File: src/rtl/rf_pkg.sv
package rf_pkg;
    localparam int LVL_W   = 3;
    localparam int NUM_LVL = 6;
    localparam int MAX_LVL = NUM_LVL - 1;
    localparam int BASE_W  = 9;

    typedef enum logic {
        ST_IDLE,
        ST_REPORT
    } rf_state_e;

    // Level to threshold for an 8-bit random source.
    function automatic logic [BASE_W-1:0] base_thr(input logic [LVL_W-1:0] lvl);
        logic [BASE_W-1:0] t;
        unique case (lvl)
            3'd0:    t = 9'd0;
            3'd1:    t = 9'd4;
            3'd2:    t = 9'd16;
            3'd3:    t = 9'd64;
            3'd4:    t = 9'd128;
            default: t = 9'd256;
        endcase
        return t;
    endfunction
endpackage

File: src/rtl/rf_lfsr.sv
module rf_lfsr #(
    parameter int          W    = 8,
    parameter logic [W-1:0] SEED = 8'hA5
) (
    input  logic         clk,
    input  logic         rst_n,
    input  logic         adv,
    output logic [W-1:0] q
);
    logic fb;

    generate
        if (W == 16) begin : g_taps16
            assign fb = q[15] ^ q[14] ^ q[12] ^ q[3];
        end else begin : g_taps8
            assign fb = q[7] ^ q[5] ^ q[4] ^ q[3];
        end
    endgenerate

    always_ff @(posedge clk) begin
        if (!rst_n)
            q <= SEED;
        else if (adv)
            q <= {q[W-2:0], fb};
    end

    assert_lfsr_nonzero_R1: assert property (@(posedge clk) disable iff (!rst_n)
        q != '0);

    assert_lfsr_hold_R1: assert property (@(posedge clk) disable iff (!rst_n)
        !adv |=> $stable(q));
endmodule

File: src/rtl/rf_thresh_lut.sv
module rf_thresh_lut
    import rf_pkg::*;
#(
    parameter int W = 8
) (
    input  logic [LVL_W-1:0] lvl,
    output logic [W:0]       thr
);
    logic [LVL_W-1:0] lvl_c;

    always_comb begin
        lvl_c = (lvl > LVL_W'(MAX_LVL)) ? LVL_W'(MAX_LVL) : lvl;
        thr   = (W+1)'(base_thr(lvl_c)) << (W - 8);
    end
endmodule

File: src/rtl/rf_share_track.sv
module rf_share_track #(
    parameter int ID_W = 3
) (
    input  logic            clk,
    input  logic            rst_n,
    input  logic            fill,
    input  logic [ID_W-1:0] fill_id,
    input  logic            req_vld,
    input  logic [ID_W-1:0] req_id,
    input  logic            req_wr,
    output logic            shared,
    output logic            dirty
);
    logic [ID_W-1:0] owner_q;

    always_ff @(posedge clk) begin
        if (!rst_n) begin
            owner_q <= '0;
            shared  <= 1'b0;
            dirty   <= 1'b0;
        end else if (fill) begin
            owner_q <= fill_id;
            shared  <= 1'b0;
            dirty   <= 1'b0;
        end else if (req_vld) begin
            if (req_id != owner_q)
                shared <= 1'b1;
            if (req_wr)
                dirty <= 1'b1;
        end
    end

    assert_shared_sticky_R9: assert property (@(posedge clk) disable iff (!rst_n)
        shared && !fill |=> shared);

    assert_dirty_sticky_R9: assert property (@(posedge clk) disable iff (!rst_n)
        dirty && !fill |=> dirty);

    assert_fill_clears_R9: assert property (@(posedge clk) disable iff (!rst_n)
        fill |=> !shared && !dirty);
endmodule

File: src/rtl/repl_filter_top.sv
module repl_filter_top
    import rf_pkg::*;
#(
    parameter int             RND_W = 8,
    parameter logic [RND_W-1:0] SEED  = 8'hA5,
    parameter int             ID_W  = 3
) (
    input  logic             clk,
    input  logic             rst_n,
    input  logic             evict_vld,
    input  logic [LVL_W-1:0] repl_level,
    input  logic             blk_shared,
    input  logic             blk_dirty,
    output logic             out_vld,
    output logic             repl_now,
    output logic             shadow_up,
    output logic             shadow_dn,
    input  logic             trk_fill,
    input  logic [ID_W-1:0]  trk_fill_id,
    input  logic             trk_req_vld,
    input  logic [ID_W-1:0]  trk_req_id,
    input  logic             trk_req_wr,
    output logic             trk_shared,
    output logic             trk_dirty
);
    localparam int THR_W  = RND_W + 1;
    localparam int N_SLOT = 3;   // 0: current, 1: higher, 2: lower

    rf_state_e         state_q, state_d;
    logic [RND_W-1:0]  rnd;
    logic [LVL_W-1:0]  lvl_c;
    logic [LVL_W-1:0]  slot_lvl [N_SLOT];
    logic [THR_W-1:0]  slot_thr [N_SLOT];
    logic [N_SLOT-1:0] hit;
    logic              eligible;

    rf_lfsr #(.W(RND_W), .SEED(SEED)) u_lfsr (
        .clk   (clk),
        .rst_n (rst_n),
        .adv   (evict_vld),
        .q     (rnd)
    );

    always_comb begin
        lvl_c       = (repl_level > LVL_W'(MAX_LVL)) ? LVL_W'(MAX_LVL) : repl_level;
        slot_lvl[0] = lvl_c;
        slot_lvl[1] = (lvl_c == LVL_W'(MAX_LVL)) ? lvl_c : lvl_c + 1'b1;
        slot_lvl[2] = (lvl_c == '0) ? lvl_c : lvl_c - 1'b1;
        eligible    = blk_shared && !blk_dirty;
    end

    generate
        for (genvar s = 0; s < N_SLOT; s++) begin : g_slot
            rf_thresh_lut #(.W(RND_W)) u_lut (
                .lvl (slot_lvl[s]),
                .thr (slot_thr[s])
            );
            assign hit[s] = eligible && ({1'b0, rnd} < slot_thr[s]);
        end
    endgenerate

    // State register
    always_ff @(posedge clk) begin
        if (!rst_n)
            state_q <= ST_IDLE;
        else
            state_q <= state_d;
    end

    // Next state: a strobe always leads to a report cycle
    always_comb begin
        unique case (state_q)
            ST_IDLE:   state_d = evict_vld ? ST_REPORT : ST_IDLE;
            ST_REPORT: state_d = evict_vld ? ST_REPORT : ST_IDLE;
            default:   state_d = ST_IDLE;
        endcase
    end

    // Output registers
    always_ff @(posedge clk) begin
        if (!rst_n || !evict_vld) begin
            repl_now  <= 1'b0;
            shadow_up <= 1'b0;
            shadow_dn <= 1'b0;
        end else begin
            repl_now  <= hit[0];
            shadow_up <= hit[1];
            shadow_dn <= hit[2] && (lvl_c != '0);
        end
    end

    assign out_vld = (state_q == ST_REPORT);

    rf_share_track #(.ID_W(ID_W)) u_track (
        .clk     (clk),
        .rst_n   (rst_n),
        .fill    (trk_fill),
        .fill_id (trk_fill_id),
        .req_vld (trk_req_vld),
        .req_id  (trk_req_id),
        .req_wr  (trk_req_wr),
        .shared  (trk_shared),
        .dirty   (trk_dirty)
    );

    assert_vld_after_strobe_R8: assert property (@(posedge clk) disable iff (!rst_n)
        evict_vld |=> out_vld);

    assert_no_vld_idle_R8: assert property (@(posedge clk) disable iff (!rst_n)
        !evict_vld |=> !out_vld);

    assert_quiet_when_invalid_R8: assert property (@(posedge clk) disable iff (!rst_n)
        !out_vld |-> !(repl_now || shadow_up || shadow_dn));

    assert_up_covers_now_R7: assert property (@(posedge clk) disable iff (!rst_n)
        repl_now |-> shadow_up);

    assert_now_covers_dn_R7: assert property (@(posedge clk) disable iff (!rst_n)
        shadow_dn |-> repl_now);

    assert_ineligible_quiet_R4: assert property (@(posedge clk) disable iff (!rst_n)
        evict_vld && (!blk_shared || blk_dirty) |=> !(repl_now || shadow_up || shadow_dn));

    assert_level0_never_R10: assert property (@(posedge clk) disable iff (!rst_n)
        evict_vld && repl_level == '0 |=> !repl_now && !shadow_dn);

    assert_level5_always_R10: assert property (@(posedge clk) disable iff (!rst_n)
        evict_vld && repl_level >= LVL_W'(MAX_LVL) && blk_shared && !blk_dirty |=> repl_now && shadow_up);
endmodule

File: config.mk
export PLATFORM = sky130hd
export DESIGN_NAME = repl_filter_top
export DESIGN_NICKNAME = d
export VERILOG_FILES = /design/src/rtl/rf_pkg.sv /design/src/rtl/rf_lfsr.sv /design/src/rtl/rf_thresh_lut.sv /design/src/rtl/rf_share_track.sv /design/src/rtl/repl_filter_top.sv
export SDC_FILE = /design/constraint.sdc
export NUM_CORES = 1
export LEC_CHECK = 0
export BUFFER_PORTS_ARGS = -buffer_cell sky130_fd_sc_hd__buf_2
export CAP_MARGIN = 0
export CORE_MARGIN = 1.5
export CORE_UTILIZATION = 50
export CTS_BUF_LIST = sky130_fd_sc_hd__clkbuf_4
export DETAILED_ROUTE_END_ITERATION = 6
export GPL_ROUTABILITY_DRIVEN = 0
export PLACE_DENSITY = 0.75
export SYNTH_ARGS = -nofsm -noshare
export SYNTH_HDL_FRONTEND = slang
export SYNTH_SLANG_ARGS = --single-unit
File: constraint.sdc
create_clock -name clk -period 2.6 [get_ports clk]
set_input_delay 0.52 -clock clk [delete_from_list [all_inputs] [get_ports clk]]
set_output_delay 0.52 -clock clk [all_outputs]
set_load 0.01 [all_outputs]
==> results of run 1 <==
[worst max path at each step]
| stage | startpoint | end | slack [ps] |
|---|---|---|---|
| 4_1_cts | repl_level[1] | shadow_dn$_SDFF_PP0_ | 440 |
| 2_1_floorplan | repl_level[2] | shadow_dn$_SDFF_PP0_ | 320 |
| 3_3_place_gp | repl_level[2] | shadow_up$_SDFF_PP0_ | 210 |
| 6_report | repl_level[1] | shadow_dn$_SDFF_PP0_ | 380 |
| 5_1_grt | repl_level[1] | shadow_dn$_SDFF_PP0_ | 280 |
| 3_5_place_dp | repl_level[1] | shadow_dn$_SDFF_PP0_ | 140 |
[stage by stage]
stage	setup slack, ps	utilization (%)
2_1_floorplan	320	-
3_3_place_gp	208	58.6
3_5_place_dp	138	58.6
4_1_cts	441	60.1
5_1_grt	282	60.1
6_report	381	60.1
[worst max-delay path, cell delays in order]
cell	delay, ps
buf_2	150
nor2b_1	300
ha_1	360
nand2_1	100
o21ai_0	90
nand2_1	70
ha_1	290
o21a_1	110
a311o_1	310
a21oi_1	140
[power groups by stage]
| stage | sequential (mW) | combinational [mW] | clock [mW] |
|---|---|---|---|
| floorplan | 0.297 | 0.0955 | 0 |
| global placement | 0.300 | 0.124 | 0 |
| detailed placement | 0.300 | 0.130 | 0 |
| CTS | 0.294 | 0.131 | 0.142 |
| global route | 0.297 | 0.147 | 0.157 |
| finish | 0.294 | 0.130 | 0.138 |
[per-layer routing]
| metal | vias up | GRT usage [%] | wire length (µm) |
|---|---|---|---|
| met1 | 380 | 25.1 | 929 |
| li1 | 442 | - | - |
| met3 | 2 | 8.30 | 114 |
| met2 | 26 | 26.4 | 899 |
| met5 | - | 0 | 0 |
| met4 | 0 | 7.03 | 15 |
[cell type report]
type / count / area, µm²
clock buffers: 3 / 22.5
clock inverters: 1 / 5.00
fillers: 183 / 776
inverters: 2 / 7.51
multi-input cells: 91 / 647
flip-flops and latches: 17 / 340
well taps: 27 / 33.8
repair buffers: 22 / 110
[cells by family (layout without fill, tap and decap cells)]
group | after synthesis | count (layout)
simple gates | 45 | 45
buf+inv | 7 | 28
flops | 17 | 17
fa+ha+maj | 9 | 9
mux | 10 | 10
compound gates | 18 | 18
xor+xnor | 9 | 9
[sequential cells by signal, summed over array words and instances, names as in the netlist]
signal,count
repl_now,1
u_lfsr.q,8
u_track.dirty,1
u_track.owner_q,3
out_vld,1
u_track.shared,1
shadow_dn,1
shadow_up,1
[cell usage in the layout, fill, tap and decap left out]
cell type,count
buf_2,22
dfxtp_1,17
nand2_1,12
nor2b_1,10
mux2i_1,10
nor2_1,9
ha_1,9
xnor2_1,7
nand3_1,5
a21oi_1,5
o21ai_0,4
clkbuf_4,3
nand2b_1,2
inv_1,2
o21a_1,2
a311o_1,2
xor2_1,2
a21o_1,1
nand3b_1,1
nand4_1,1
or3_1,1
and2_1,1
and3b_1,1
o211ai_1,1
or4_1,1
o21ai_1,1
a221oi_1,1
nor4bb_1,1
a311oi_2,1
clkinv_2,1
==> flow_summary_export.csv, run 1 <==
group,metric,value,unit
flow_run,cap_violations,0,
critical_path,r2r_end,"shadow_up$_SDFF_PP0_",
finish,drive_gt1_share,19.9,%
global_route,grt_first_pass_wirelength,2950,µm
floorplan,rows,16,
global_route,grt_max_degree,14,
floorplan,num_io_pins,23,
critical_path,path_class,"in2reg",
synthesis,synth_edf_count,0,
sta,rsz0062_at_grt,"no",
critical_path,cp.required,2820,ps
synthesis,synth_common_cells,"17 x dfxtp_1, 12 x nand2_1, 10 x mux2i_1, 10 x nor2b_1",
outcome,outcome,"complete, no violations",
sta,slew_violations,0,
synthesis,seq_area_frac_synth,33.5,%
clocking,post_cts_buffers,0,
critical_path,start_kind,"input port",
floorplan,dieArea,2310,µm²
synthesis,synth_area,1020,µm²
synthesis,synth-xor-area-share,7.76,%
finish,diodes,0,
pwr,power.total,0.562,mW
sta,hold-worst-slack,470,ps
synthesis,ys_seq_elements,17,
pwr,p_per_area,482,nW/µm²
synthesis,yosysTopAreaCell,"dfxtp_1",
pwr,leakagePower,0.525,nW
clocking,cts_tree,"done",
floorplan,initial_core_util,52.3,%
sta,tightest_slew,317,ps
global_route,grt_pass1_vias,688,
sta,hold_viol_final,0,
critical_path,rrSetupSlack,1110,ps
synthesis,synth_top_area_share,33.5,%
clocking,root_buffer,"clkbuf_4",
pwr,p_seq_share,52.3,%
finish,area_growth,14.8,%
critical_path,r2r_cells,4,
drt,drcViolationCount,0,
floorplan,core-area,1940,µm²
critical_path,end_kind,"register",
sta,slew-limit-headroom,78.8,%
synthesis,postSynth.asyncResetShare,0,%
clocking,clkTransAtPathRegs,80,ps
placed_design,dp.cells,159,
sta,setup_viol,0,
pwr,internal_power,0.400,mW
finish,stdcell_count,163,
critical_path,reg2reg_from,"u_lfsr.q[3]$_SDFFE_PN0P_",
finish,final_nets,163,
placed_design,port_buffers,22,
synthesis,netlist_instances,115,
drt,final_antenna_net_count,0,
pwr,switching_share,28.9,%
pwr,p_clk_share,24.5,%
pwr,power.switching,0.162,mW
synthesis,synthAdderAreaFrac,11.1,%
synthesis,yosys.cell_count.top_type,"dfxtp_1",
finish,finalInstanceArea,1170,µm²
synthesis,synth_compound_area_share,12.2,%
global_route,gr-total-overflow,0,
synthesis,netlist_top_cells_area,"dfxtp_1 33%, ha_1 11%, mux2i_1 9.9%",
drt,routed_wl,1960,µm
drt,via_per_inst,5.21,
sta,max_freq,451,MHz
synthesis,synth_cell_types,29,
clocking,clkSinkCount,17,
drt,vias,850,
worst_hold_path,hp-start,"trk_req_wr",
drt,wl_per_cell,12.0,µm
synthesis,synth_ff_type,"dfxtp_1",
synthesis,yosys.area_share.simple,22.8,%
worst_hold_path,hold_depth,3,
synthesis,synth_area_per_cell,8.83,µm²
drt,drt_iter0_drc,17,
sta,setup_tns,0,ps
clocking,cts_hold_buf,0,
sta,fin_crit,2220,ps
placed_design,placed_cell_area,1140,µm²
clocking,clkLatencyLatePin,290,ps
worst_hold_path,holdPathEnd,"u_track.dirty$_SDFFE_PP0P_",
sta,period_share,85.4,%
synthesis,synth_top_family_by_area,"simple AND/OR/NAND/NOR gates",
drt,drt_pass1_iterations,5,
global_route,grt.total_usage,18.8,%
critical_path,cp_data_arrival_time,2440,ps
clocking,numCtsBuffers,3,
clocking,cts-resized-gates,0,
placed_design,place.detailed.hpwl,1540,µm
global_route,antenna_found_initial,0,
clocking,htree_levels,1,
synthesis,yosysWarnings,0,
floorplan,die_h,48.1,µm
synthesis,muxShareOfSynthArea,9.85,%
critical_path,path_max_fanout,9,
pwr,combPwrFrac,23.2,%
worst_hold_path,hold_class,"in2reg",
sta,fin_skew,12.5,ps
clocking,clk_path_buf_depth,2,
synthesis,synth_nets,141,
floorplan,die_w,48.1,µm
pwr,ir_drop,0.000359,V
No activity file was read; power rests on OpenSTA's default activity.
==> run 2: changes to the inputs <==
--- a/config.mk
+++ b/config.mk
@@ -8,11 +8,12 @@
 export BUFFER_PORTS_ARGS = -buffer_cell sky130_fd_sc_hd__buf_2
 export CAP_MARGIN = 0
 export CORE_MARGIN = 1.5
-export CORE_UTILIZATION = 50
+export CORE_UTILIZATION = 55
 export CTS_BUF_LIST = sky130_fd_sc_hd__clkbuf_4
 export DETAILED_ROUTE_END_ITERATION = 6
 export GPL_ROUTABILITY_DRIVEN = 0
-export PLACE_DENSITY = 0.75
+export HOLD_SLACK_MARGIN = 0.06
+export PLACE_DENSITY = 0.81
 export SYNTH_ARGS = -nofsm -noshare
 export SYNTH_HDL_FRONTEND = slang
 export SYNTH_SLANG_ARGS = --single-unit
==> run 2 against run 1 <==
Die area is 8.5% lower. Setup slack better by 81 ps. Non-clock buffer count stayed put. First-iteration DRC count is 53% lower. Sequential power hardly changed. Total power is 1.5% higher. Cell area stayed put. Clock-buffer cell count is 1 higher. Combinational power hardly changed. Utilization is 7.5 points higher. Final cell count is 1.2% lower. Hold slack better by 3.4 ps. Critical endpoint unchanged.
==> flow_summary_export.csv, run 2 (synthesized netlist as in run 1, its figures left out) <==
group,metric,value,unit
clocking,htree_levels,1,
pwr,leakagePower,0.525,nW
floorplan,rows,15,
critical_path,cp_data_arrival_time,2360,ps
clocking,post_cts_buffers,0,
finish,final_common_cell,"buf_2",
floorplan,dieArea,2110,µm²
global_route,grt_first_pass_wirelength,3230,µm
sta,slew-limit-headroom,80.5,%
finish,largest_reg_flops,8,
drt,via_per_inst,5.24,
sta,setup_viol,0,
critical_path,path_buf_inv,1,
finish,post-route-util,67.5,%
drt,routed_wl,1920,µm
drt,drt_pass1_iterations,4,
finish,drive_gt1_share,19.9,%
finish,largest_register,"u_lfsr.q",
finish,final_cell_mix,"22 x buf_2, 17 x dfxtp_1, 12 x nand2_1",
drt,drt_iter0_drc,8,
clocking,clkLatencyLatePin,280,ps
drt,drcViolationCount,0,
floorplan,core-area,1730,µm²
critical_path,cp.required,2820,ps
sta,fin_crit,2140,ps
sta,tightest_slew,292,ps
global_route,gr-total-overflow,0,
pwr,power.total,0.570,mW
clocking,cts-resized-gates,0,
global_route,grt_max_degree,14,
critical_path,start_kind,"input port",
outcome,outcome,"complete, no violations",
critical_path,cpLargestDelayFamily,"adder cells",
sta,slew_violations,0,
critical_path,path_cells,"buf_2, nor2b_1, ha_1, nand2_1, o21ai_0, nand2_1, ha_1, o21a_1, a311o_1, a21oi_1",
finish,final_nets,163,
placed_design,post-place-ws,171,ps
finish,area_growth,14.8,%
sta,setup_tns,0,ps
pwr,p_per_area,489,nW/µm²
clocking,cts_hold_buf,0,
sta,period_share,82.3,%
critical_path,end_kind,"register",
clocking,cts_tree,"done",
drt,vias,844,
clocking,numCtsBuffers,3,
drt,final_antenna_net_count,0,
finish,largestRegisters,"u_lfsr.q x8, u_track.owner_q x3",
finish,diodes,0,
floorplan,initial_core_util,58.8,%
floorplan,die_h,46.0,µm
global_route,antenna_found_initial,0,
global_route,grt_pass1_vias,779,
clocking,clkTransAtPathRegs,90,ps
critical_path,path_class,"in2reg",
critical_path,cp_slowest_stage_delay,340,ps
floorplan,die_w,46.0,µm
placed_design,place.detailed.hpwl,1540,µm
global_route,grt.total_usage,21.0,%
sta,worst_slack,461,ps
sta,rsz0062_at_grt,"no",
critical_path,critical_path.slowest_cell,"ha_1",
critical_path,path_max_fanout,9,
pwr,ir_drop,0.000423,V
worst_hold_path,hold_class,"in2reg",
clocking,root_buffer,"clkbuf_4",
floorplan,num_io_pins,23,
sta,hold_viol_final,0,
sta,max_freq,468,MHz
sta,fin_skew,0.560,ps
clocking,clkSinkCount,17,
flow_run,cap_violations,0,
placed_design,port_buffers,22,
clocking,clk_path_buf_depth,2,
drt,wl_per_cell,11.9,µm
[run 2: cell types whose count changed in the layout (fill, tap and decap cells not counted)]
cell / before / now
clkbuf_4: 3 / 4
clkinv_2: 1 / 0
[run 2: stage by stage]
| stage | std cells | cell area, µm² | hold slack (ps) |
|---|---|---|---|
| floorplan | 115 | 1020 | 441 |
| global placement | 157 | 1140 | 447 |
| detailed placement | 157 | 1140 | 464 |
| CTS | 161 | 1170 | 470 |
| global route | 161 | 1170 | 484 |
| finish | 161 | 1170 | 473 |
[run 2: power by group]
| part | internal (mW) | switching [mW] | total [mW] |
|---|---|---|---|
| Clock | 0.0700 | 0.0775 | 0.148 |
| Combinational | 0.0646 | 0.0636 | 0.128 |
| Sequential | 0.278 | 0.0170 | 0.295 |
[run 2: worst paths after layout]
check                                         startpoint                          to  slack, ps  cells past startpoint
worst min register to register  u_lfsr.q[0]$_SDFFE_PN1P_    u_lfsr.q[0]$_SDFFE_PN1P_        490                      2
worst max-delay path                       repl_level[1]        shadow_dn$_SDFF_PP0_        460                     10
worst max register to register  u_lfsr.q[3]$_SDFFE_PN0P_        shadow_up$_SDFF_PP0_       1110                      4
worst min-delay path                          trk_req_wr  u_track.dirty$_SDFFE_PP0P_        470                      3
[run 2: per-layer routing]
metal / part of all wire (%) / global-route usage [%] / up-vias
met3: 3.3 / 5.95 / 0
met2: 49 / 35.0 / 10
met1: 48 / 28.0 / 392
li1: - / - / 442
met4: 0 / 1.71 / 0
met5: 0 / 0 / -
[run 2: worst register-to-register path, delay by kind of cell, from the launching register on]
kind,cells,cell delay (ps)
and+or+nand+nor,1,530
AOI/OAI and AO/OA,3,520
DFF,1,360
[run 2: area by class of cell]
type | count | area (µm²)
Clock buffer | 4 | 30.0
Fill cell | 157 | 561
Inverter | 2 | 7.51
Multi-Input combinational cell | 91 | 647
Sequential cell | 17 | 340
Tap cell | 25 | 31.3
Timing Repair Buffer | 22 | 110
==> run 3: changes to the inputs <==
--- a/config.mk
+++ b/config.mk
@@ -5,6 +5,7 @@
 export SDC_FILE = /design/constraint.sdc
 export NUM_CORES = 1
 export LEC_CHECK = 0
+export ABC_AREA = 1
 export BUFFER_PORTS_ARGS = -buffer_cell sky130_fd_sc_hd__buf_2
 export CAP_MARGIN = 0
 export CORE_MARGIN = 1.5
@@ -13,7 +14,7 @@
 export DETAILED_ROUTE_END_ITERATION = 6
 export GPL_ROUTABILITY_DRIVEN = 0
 export HOLD_SLACK_MARGIN = 0.06
-export PLACE_DENSITY = 0.81
+export PLACE_DENSITY = 0.8
 export SYNTH_ARGS = -nofsm -noshare
 export SYNTH_HDL_FRONTEND = slang
 export SYNTH_SLANG_ARGS = --single-unit
==> constraint.sdc (replaced) <==
create_clock -name clk -period 2.04 [get_ports clk]
set_input_delay 0.408 -clock clk [delete_from_list [all_inputs] [get_ports clk]]
set_output_delay 0.408 -clock clk [all_outputs]
set_load 0.01 [all_outputs]
==> run 3 against run 2 <==
Synthesized cell count is 34% higher. Sequential share of layout area is 3.1 points lower. Synthesized area rose by 5.9%. Global-route usage is 3.4 points higher. Cell area is 12% higher. Clock-buffer cell count unchanged. Flip-flop and latch count is the same. Critical path type unchanged. Utilization rose by 5.7 points. Largest power group unchanged. Register-to-register slack lost 370 ps. Via count up 27%. Combinational power increased by 51%.
==> flow_summary_export.csv, run 3 <==
group,metric,value,unit
sta,slew_violations,0,
finish,drive_gt1_share,26.3,%
finish,final_cell_mix,"28 x nor2_1, 26 x nand2_1, 22 x buf_2",
synthesis,synth_cell_types,26,
synthesis,postSynth.asyncResetShare,0,%
global_route,grt.total_usage,24.4,%
finish,area_growth,21.4,%
pwr,leakagePower,0.707,nW
drt,wl_per_cell,11.1,µm
finish,final_common_cell,"nor2_1",
synthesis,synth_area,1080,µm²
clocking,htree_levels,1,
drt,drt_pass1_iterations,5,
synthesis,synth_ff_type,"dfxtp_1",
floorplan,initial_core_util,60.4,%
global_route,grt_first_pass_wirelength,3930,µm
floorplan,core-area,1780,µm²
placed_design,dp.cells,207,
flow_run,cap_violations,0,
pwr,p_clk_share,24.4,%
critical_path,rrSetupSlack,740,ps
pwr,power.switching,0.222,mW
pwr,ir_drop,0.000543,V
synthesis,yosys.cell_count.top_type,"nor2_1",
synthesis,yosysTopAreaCell,"dfxtp_1",
pwr,p_seq_share,50.0,%
placed_design,place.detailed.hpwl,1890,µm
finish,largestRegisters,"u_lfsr.q x8, u_track.owner_q x3",
finish,seqCellArea,340,µm²
global_route,grt_max_degree,16,
sta,fin_skew,2.43,ps
synthesis,synth_common_cells,"28 x nor2_1, 26 x nand2_1, 17 x dfxtp_1, 17 x inv_1, 12 x o21ai_0",
sta,rsz0062_at_grt,"no",
synthesis,synth-xor-area-share,4.88,%
synthesis,synth_top_area_share,31.6,%
worst_hold_path,hold_class,"in2reg",
floorplan,die_h,47.2,µm
finish,stdcell_count,211,
global_route,grt_pass1_vias,974,
sta,tightest_slew,333,ps
floorplan,dieArea,2230,µm²
clocking,clkLatencyLatePin,280,ps
worst_hold_path,holdPathEnd,"u_track.owner_q[2]$_SDFFE_PN0P_",
drt,via_per_inst,5.07,
critical_path,r2r_end,"repl_now$_SDFF_PP0_",
synthesis,yosysWarnings,0,
sta,setup_viol,0,
synthesis,yosys.area_share.simple,29.3,%
critical_path,cp_data_arrival_time,2040,ps
pwr,power.total,0.751,mW
floorplan,num_io_pins,23,
clocking,root_buffer,"clkbuf_4",
finish,final_nets,213,
clocking,post_cts_buffers,0,
global_route,gr-total-overflow,0,
drt,routed_wl,2330,µm
clocking,clkSinkCount,17,
critical_path,start_kind,"input port",
critical_path,end_kind,"register",
sta,max_freq,551,MHz
synthesis,ys_seq_elements,17,
critical_path,cp.required,2260,ps
critical_path,reg2reg_from,"u_lfsr.q[4]$_SDFFE_PN0P_",
synthesis,synth_compound_area_share,15.2,%
pwr,combPwrFrac,25.7,%
sta,fin_crit,1810,ps
pwr,switching_share,29.5,%
floorplan,rows,15,
finish,post-route-util,73.3,%
synthesis,synth_top_family_by_area,"simple AND/OR/NAND/NOR gates",
floorplan,die_w,47.2,µm
synthesis,synth_nets,180,
worst_hold_path,hold_depth,3,
critical_path,path_class,"in2reg",
worst_hold_path,hp-start,"trk_fill_id[2]",
placed_design,port_buffers,22,
clocking,clk_path_buf_depth,2,
synthesis,synth_edf_count,0,
synthesis,seq_area_frac_synth,31.6,%
sta,slew-limit-headroom,77.7,%
synthesis,muxShareOfSynthArea,0,%
finish,multiInputGateArea,644,µm²
global_route,antenna_found_initial,0,
finish,n_fill_cell,148,
synthesis,netlist_instances,154,
sta,period_share,88.9,%
drt,final_antenna_net_count,0,
sta,hold_viol_final,0,
drt,drt_iter0_drc,21,
pwr,internal_power,0.529,mW
synthesis,synthAdderAreaFrac,10.5,%
critical_path,r2r_cells,6,
clocking,cts-resized-gates,0,
drt,vias,1069,
synthesis,netlist_top_cells_area,"dfxtp_1 32%, ha_1 10%, nor2_1 9.8%",
clocking,clkTransAtPathRegs,90,ps
critical_path,path_max_fanout,3,
clocking,cts_tree,"done",
drt,drcViolationCount,0,
outcome,outcome,"complete, no violations",
clocking,numCtsBuffers,3,
finish,largest_reg_flops,8,
pwr,p_per_area,575,nW/µm²
finish,diodes,0,
synthesis,synth_area_per_cell,6.99,µm²
clocking,cts_hold_buf,0,
finish,largest_register,"u_lfsr.q",
-- run 3: cell types whose count changed after synthesis, moves of 3 or more --
cell and delta:
mux2i_1 -10, nor2b_1 -10, xnor2_1 -5, inv_2 +3, a21oi_1 +3, nand2_1 +14, o21ai_0 +8, inv_1 +15
nor2_1 +19
-- run 3: cell type report --
type                       count  share of cell area (%)
timing repair buffer          32                    14.2
clock buffer                   4                    2.30
tap                           25                    2.39
sequential                    17                    26.1
inverter                      20                    5.75
multi-input combinational    113                    49.3
-- run 3: kinds of logic (layout without fill, tap and decap cells) --
group | Yosys count | after routing
simple gates | 70 | 70
compound gates | 28 | 28
flops | 17 | 17
fa+ha+maj | 9 | 9
xor+xnor | 6 | 6
buf+inv | 24 | 56
-- run 3: worst max path at each step --
stage                  start              endpoint  slack (ps)
4_1_cts        repl_level[1]  shadow_dn$_SDFF_PP0_         240
2_1_floorplan  repl_level[1]  shadow_dn$_SDFF_PP0_         160
6_report       repl_level[1]  shadow_dn$_SDFF_PP0_         230
3_3_place_gp   repl_level[1]  shadow_up$_SDFF_PP0_          50
3_5_place_dp   repl_level[1]  shadow_dn$_SDFF_PP0_         -50
5_1_grt        repl_level[1]  shadow_dn$_SDFF_PP0_         100
-- run 3: critical path: stages --
cell and delay, ps:
buf_2 120, inv_1 90, nor2_1 180, ha_1 210
o21ai_1 100, nor2_1 130, nand2_1 70, ha_1 260
or2_2 270, nand2_1 60, nor2_1 40, a21oi_2 100
-- run 3: per-layer routing --
metal / up-vias / global-route usage, % / share of wire, %
met2: 35 / 42.4 / 49
met5: - / 0 / 0
met1: 472 / 30.9 / 44
met3: 4 / 6.92 / 6.5
li1: 558 / - / -
met4: 0 / 2.78 / 0.47
-- run 3: power by group through the flow --
stage / Clock [mW] / Sequential, mW / Combinational [mW]
floorplan: 0 / 0.375 / 0.127
global route: 0.204 / 0.378 / 0.220
finish: 0.183 / 0.375 / 0.193
CTS: 0.189 / 0.375 / 0.193
detailed placement: 0 / 0.382 / 0.192
global placement: 0 / 0.381 / 0.183
-- run 3: per-stage QoR --
stage | setup TNS [ps] | hold slack, ps | instance area, µm² | setup slack [ps]
floorplan | 0 | 435 | 1080 | 165
global placement | 0 | 435 | 1280 | 52.0
detailed placement | -80.5 | 438 | 1280 | -53.8
CTS | 0 | 338 | 1310 | 239
global route | 0 | 364 | 1310 | 102
finish | 0 | 341 | 1310 | 226
